[src/rtl/seg_agu_pkg.sv]
package seg_agu_pkg;
  typedef enum logic [1:0] {
    ACC_FETCH  = 2'd0,
    ACC_DATA   = 2'd1,
    ACC_STACK  = 2'd2,
    ACC_STRDST = 2'd3
  } acc_t;

  typedef enum logic [1:0] {
    SEG_ES = 2'd0,
    SEG_CS = 2'd1,
    SEG_SS = 2'd2,
    SEG_DS = 2'd3
  } seg_sel_t;

  localparam int NUM_SEGS = 4;
endpackage

[src/rtl/seg_default_sel.sv]
module seg_default_sel
  import seg_agu_pkg::*;
(
  input  logic [1:0] acc_type,
  input  logic       ovr_en,
  input  logic [1:0] ovr_sel,
  output logic [1:0] sel
);
  acc_t acc;
  seg_sel_t dflt;

  assign acc = acc_t'(acc_type);

  always_comb begin
    unique case (acc)
      ACC_FETCH:  dflt = SEG_CS;
      ACC_DATA:   dflt = SEG_DS;
      ACC_STACK:  dflt = SEG_SS;
      ACC_STRDST: dflt = SEG_ES;
      default:    dflt = SEG_DS;
    endcase
  end

  assign sel = ovr_en ? ovr_sel : dflt;
endmodule

[src/rtl/seg_value_mux.sv]
module seg_value_mux #(
  parameter int SEG_W = 16,
  parameter int NSEG  = 4,
  localparam int SEL_W = (NSEG > 1) ? $clog2(NSEG) : 1
) (
  input  logic [SEG_W-1:0] segs [NSEG],
  input  logic [SEL_W-1:0] sel,
  output logic [SEG_W-1:0] seg_out
);
  logic [NSEG-1:0] hit;
  logic [SEG_W-1:0] masked [NSEG];

  for (genvar i = 0; i < NSEG; i++) begin : g_way
    assign hit[i] = (sel == SEL_W'(i));
    assign masked[i] = hit[i] ? segs[i] : '0;
  end

  always_comb begin
    seg_out = '0;
    for (int i = 0; i < NSEG; i++) seg_out = seg_out | masked[i];
  end
endmodule

[src/rtl/seg_addr_add.sv]
module seg_addr_add #(
  parameter int SEG_W  = 16,
  parameter int OFS_W  = 16,
  parameter int SHIFT  = 4,
  parameter int ADDR_W = SEG_W + SHIFT
) (
  input  logic [SEG_W-1:0]  seg,
  input  logic [OFS_W-1:0]  ofs,
  output logic [ADDR_W-1:0] addr
);
  logic [ADDR_W-1:0] base;
  logic [ADDR_W-1:0] ofs_ext;

  assign base    = {seg, {SHIFT{1'b0}}};
  assign ofs_ext = ADDR_W'(ofs);
  assign addr    = base + ofs_ext;
endmodule

[src/rtl/seg_agu.sv]
module seg_agu
  import seg_agu_pkg::*;
#(
  parameter int SEG_W  = 16,
  parameter int OFS_W  = 16,
  parameter int SHIFT  = 4,
  parameter int ADDR_W = SEG_W + SHIFT
) (
  input  logic              clk,
  input  logic              rst,
  input  logic              req_valid,
  input  logic [1:0]        acc_type,
  input  logic              ovr_en,
  input  logic [1:0]        ovr_sel,
  input  logic [SEG_W-1:0]  seg_cs,
  input  logic [SEG_W-1:0]  seg_ds,
  input  logic [SEG_W-1:0]  seg_ss,
  input  logic [SEG_W-1:0]  seg_es,
  input  logic [OFS_W-1:0]  offset,
  output logic [ADDR_W-1:0] addr_q,
  output logic              addr_valid
);
  logic [1:0]        sel;
  logic [SEG_W-1:0]  segs [NUM_SEGS];
  logic [SEG_W-1:0]  seg_pick;
  logic [ADDR_W-1:0] addr_d;

  assign segs[SEG_ES] = seg_es;
  assign segs[SEG_CS] = seg_cs;
  assign segs[SEG_SS] = seg_ss;
  assign segs[SEG_DS] = seg_ds;

  seg_default_sel u_sel (
    .acc_type (acc_type),
    .ovr_en   (ovr_en),
    .ovr_sel  (ovr_sel),
    .sel      (sel)
  );

  seg_value_mux #(.SEG_W(SEG_W), .NSEG(NUM_SEGS)) u_mux (
    .segs    (segs),
    .sel     (sel),
    .seg_out (seg_pick)
  );

  seg_addr_add #(.SEG_W(SEG_W), .OFS_W(OFS_W), .SHIFT(SHIFT), .ADDR_W(ADDR_W)) u_add (
    .seg  (seg_pick),
    .ofs  (offset),
    .addr (addr_d)
  );

  always_ff @(posedge clk) begin
    if (rst) begin
      addr_q     <= '0;
      addr_valid <= 1'b0;
    end else begin
      addr_valid <= req_valid;
      if (req_valid) addr_q <= addr_d;
    end
  end
endmodule

[config.mk]
export PLATFORM = sky130hd
export DESIGN_NAME = seg_agu
export DESIGN_NICKNAME = d
export VERILOG_FILES = /design/src/rtl/seg_agu_pkg.sv /design/src/rtl/seg_default_sel.sv /design/src/rtl/seg_value_mux.sv /design/src/rtl/seg_addr_add.sv /design/src/rtl/seg_agu.sv
export SDC_FILE = /design/constraint.sdc
export NUM_CORES = 1
export LEC_CHECK = 0
export BUFFER_PORTS_ARGS = -buffer_cell sky130_fd_sc_hd__buf_2
export CAP_MARGIN = 20
export CORE_ASPECT_RATIO = 1.2
export CORE_MARGIN = 8
export CORE_UTILIZATION = 30
export CTS_CLUSTER_SIZE = 30
export DETAILED_ROUTE_END_ITERATION = 12
export PLACE_DENSITY = 0.61
export SLEW_MARGIN = 20
export SYNTH_ARGS = -nofsm -noshare
export SYNTH_HDL_FRONTEND = slang
export SYNTH_HIERARCHICAL = 1
export SYNTH_SLANG_ARGS = --single-unit
[constraint.sdc]
create_clock -name clk -period 7.52 [get_ports clk]
set_input_delay 1.88 -clock clk [delete_from_list [all_inputs] [get_ports clk]]
set_output_delay 1.88 -clock clk [all_outputs]
set_load 0.02 [all_outputs]
---- After elaboration in Yosys (flattened, before gate mapping) ----
Cells that the tools add are included.
word-level totals
  flip-flop bits (word level) ............. 21
  input port bits ......................... 88
  output and inout bits ................... 21
  word-level logic and storage cells ...... 20
operators by class
  add/sub/neg operators ................... 1
  equal/unequal tests ..................... 6
  mux-type cells .......................... 6
  bitwise logic cells ..................... 3
  reductions and logical operators ........ 2
operators with widths
  cell                number
  $mux 16             4
  $or 16x16->16       3
  $add 20x16->20      1
  $eq 2x2->1 const B  4
  $pmux 2 s4          1
  $eq 2x1->1 const B  2
  $logic_not 2->1     2
  $mux 2              1

---- Depth between registers and ports, before layout ----
  word-level depth ........................ 9
  mapped depth ............................ 15
  depth with buffers taken out ............ 13

---- By module ----
The synthesis kept the hierarchy.
modules (own cells, without submodules)
  module           instances  cells each  area an instance (µm²)  seq. area each (µm²)
  seg_addr_add     1          108         820.8                   0.0
  seg_agu          1          67          760.7                   420.4
  seg_value_mux    1          20          427.9                   0.0
  seg_default_sel  1          8           60.1                    0.0

---- Worst setup path before layout ----
OpenSTA, ideal clock, no wires.
  kind .................................... input-to-reg
  start ................................... input port acc_type[1]
  end ..................................... register addr_q[14]
  setup time .............................. 0.128 ns
  arrival ................................. 4.651 ns
  required time ........................... 7.392 ns
  slack ................................... 2.742 ns
  cell stages on the path ................. 14
  buffers on the path ..................... 1
  cell sequence ........................... inv_1 ha_1 nor2_1 o21ai_0 buf_6 mux4_1 ha_1 fa_1 a21o_1 a221oi_4 o21ai_0 xor2_1 mux2i_1 nor2_1
between the ends
  cells in the longest elaborated chain, start to end .. 9
  elaborated cells on any way between the ends .. 18
  those cells by class .................... 1 x add/sub; 6 x eq/ne; 6 x mux; 3 x bitwise; 2 x reduce/logical
ends and longest elaborated chain
  what                                           RTL line               RTL
  start, declared                                seg_agu.sv:12          input logic [1:0] acc_type,
  $eq 2x2->1, or another cell as far along       seg_default_sel.sv:15  unique case (acc)
  $pmux 2 s4 *                                   seg_default_sel.sv:15
  $mux 2 *                                       seg_default_sel.sv:24  assign sel = ovr_en ? ovr_sel : dflt;
  net sel[0]                                     seg_agu.sv:23          logic [1:0] sel;
  $eq 2x1->1 or $logic_not 2->1 (tied branches)  seg_value_mux.sv:14    assign hit[i] = (sel == SEL_W'(i));
  $mux 16                                        seg_value_mux.sv:15    assign masked[i] = hit[i] ? segs[i] : '0;
  $or 16x16->16 (2 in a row)                     seg_value_mux.sv:20    for (int i = 0; i < NSEG; i++) seg_out = seg_out | masked[i];
  $or 16x16->16 *                                seg_value_mux.sv:20
  net seg_pick[0]                                seg_agu.sv:25          logic [SEG_W-1:0] seg_pick;
  $add 20x16->20 *                               seg_addr_add.sv:16     assign addr = base + ofs_ext;
  net addr_d[14]                                 seg_agu.sv:26          logic [ADDR_W-1:0] addr_d;
  end signal, assigned                           seg_agu.sv:58          if (req_valid) addr_q <= addr_d;
  end, declared                                  seg_agu.sv:20          output logic [ADDR_W-1:0] addr_q,
The timed path passes the listed nets; every way through them passes the cells marked *.
A chain may end at the register's enable or synchronous reset.

---- Worst setup path after layout ----
Same ends and word-level chain as after synthesis.

==> reports/metrics.yaml <==
outcome:
  outcome: "finished clean"
logic_synthesis:
  syn_area_per_cell_sq_um: 10.2
  synth_enable_flop_cells: 0
  synth_ff_type: "dfxtp_1"
  syn-cell-area_sq_um: 2070
  ys_seq_elements: 21
  yosysTopAreaCell: "dfxtp_1"
  synth_nets: 306
  async_reset_ff_frac: 0
  synth_most_common_cell: "nor2_1"
  synth_commonest_cells: "nor2_1 (27), dfxtp_1 (21), mux2i_1 (20)"
  synth_top_area_share: 0.203
  synth_area_leaders: "dfxtp_1 (20%), mux4_2 (9.8%), mux2i_1 (9.7%)"
  ys_seq_area_frac: 0.203
  ys_types: 44
  yosys_warnings: 6
  synthCells: 203
timing:
  layout_min_cycle_time_ns: 4.92
  slew_headroom: 0.614
  hold_violations: 0
  finalClockSkew_ns: 0
  fin_tns_setup_ns: 0
  slew_violations: 0
  setup_viol: 0
  worst_pin_slew_ns: 0.579
  fmax_ghz: 0.203
  post-route-period-util: 0.654
  rsz0062_at_grt: "no"
floorplanning:
  core.rowCount: 33
  start_util: 0.306
  io_pins: 109
  core_area_sq_um: 6770
  die_w_um: 91.8
  die_y_um: 107
  dieArea_sq_um: 9820
job:
  cap_violations: 0
clock_tree:
  postCtsHoldBufs: 0
  cts_setup_buffers: 0
  path_clk_slew_ns: 0.07
  cts_root_buffer: "clkbuf_8"
  post_cts_resized: 0
  htreeDepth: 1
  cts_sinks: 21
  clockBufferDepth: 2
  numCtsBuffers: 3
  clk_latency_ns: 0.26
  tritoncts: "done"
pwr:
  power_density_nw_per_um2: 176
  p_total_uw: 462
  irDropWorstVdd_mv: 0.0621
  power.leakage_nw: 1.30
drt:
  drt_iter0_markers: 64
  wirelength_um: 5720
  drc: 0
  ant_nets: 0
  via_per_inst: 4.84
  route.detailed.wl_per_inst_um: 14.8
  dr.pass1.iters: 4
  vias: 1874
setup_path:
  path_cells: "buf_2 -> inv_1 -> ha_1 -> nor2_1 -> o21ai_2 -> buf_4 -> mux4_1 -> ha_1 -> fa_1 -> a21o_1 -> a221oi_4 -> o21ai_0 -> xor2_1 -> mux2i_1 -> nor2_1"
  crit_path_max_incr_delay_ns: 0.60
  critical_path.top_delay_family: "compound AO/OA/AOI/OAI gates"
  worstSetupEndpointType: "flip-flop"
  crit_buf_inv: 3
  worstPathRequired_ns: 7.66
  crit_arrival_ns: 5.06
  crit_type: "input pin to flip-flop"
  cp-start-kind: "input pin"
  cp_max_fo: 16
  crit_slowest_cell: "mux4_1"
finish:
  diodes: 0
  area_growth_pct: 26.8
  num-fill-cells: 704
  postLayoutCellArea_sq_um: 2630
  multi_input_area_sq_um: 1480
  fin_nets: 404
  drive_gt1_frac: 0.430
  seq_area_sq_um: 420
global_route:
  grt_usage: 0.115
  grt_max_degree: 22
  grt_pass1_wl_um: 9390
  overflow: 0
  antenna_found_initial: 0
  grt_pass1_vias: 2032
placement:
  place.gp.congestion: 0.763
  numPortBuffers: 108
  post_dp_cell_area_sq_um: 2580
  dpl.hpwl_um: 4950
hold_path:
  hp-class: "flip-flop to flip-flop"
## cells in the final DEF (no fill, tap or decap), types with 8 or more instances in the layout
cell / count
buf_2: 108
nor2_1: 27
dfxtp_1: 21
mux2i_1: 20
ha_1: 14
a21oi_1: 10
mux4_2: 9
nand2_1: 8
## worst register-to-register path, stage by stage, from the launching register on
cell     delay (ns)
dfxtp_1        0.32
mux2i_1        0.13
nor2_1         0.06
## stage by stage
step	worst slack, ns	std cells	hold WS [ns]	util
finish	2.60	387	0.490	0.388
global route	2.33	387	0.531	0.388
CTS	2.57	387	0.501	0.388
detailed placement	2.30	383	0.482	0.381
global placement	2.41	383	0.468	0.381
floorplan	2.74	203	0.583	-
## cell families (layout without fill, tap and decap cells)
kind of cell / count (synthesis) / count (layout) / synth area share
flip-flops: 21 / 21 / 0.203
adder cells (fa/ha/maj): 15 / 15 / 0.0943
buffers and inverters: 23 / 120 / 0.0859
XOR/XNOR: 9 / 9 / 0.0381
multiplexers: 37 / 37 / 0.291
AND/OR/NAND/NOR: 62 / 62 / 0.143
AO/OA/AOI/OAI: 36 / 36 / 0.145
## final timing paths
path | from | end | slack (ns) | cells past startpoint
setup / recovery | acc_type[1] | addr_q[14]$_SDFFE_PP0P_ | 2.60 | 15
hold / removal | addr_q[3]$_SDFFE_PP0P_ | addr_q[3]$_SDFFE_PP0P_ | 0.49 | 2
setup reg to reg | addr_q[15]$_SDFFE_PP0P_ | addr_q[15]$_SDFFE_PP0P_ | 6.90 | 2
hold reg to reg | addr_q[3]$_SDFFE_PP0P_ | addr_q[3]$_SDFFE_PP0P_ | 0.49 | 2
## where the power goes
group,internal [mW],switching (mW)
combinational,0.117,0.137
sequential,0.127,0.00830
clock,0.0369,0.0354
## cell type report
cell class | count | area share
timing repair buffer | 109 | 0.209
inverter | 7 | 0.0100
multi-input combinational | 159 | 0.562
clock buffer | 3 | 0.0157
sequential | 21 | 0.160
tap | 87 | 0.0415
clock inverter | 1 | 0.00191
## registers in the layout, indices dropped and copies added (netlist names)
name / flops
addr_valid: 1
addr_q: 20
## metal layers
metal	track usage	vias up	wire [um]
met3	0.0266	7	345
met4	0.0404	0	85
met5	0	-	0
li1	-	964	-
met1	0.124	845	2280
met2	0.214	58	3010
Note: power is estimated with default switching activity, not from simulation.
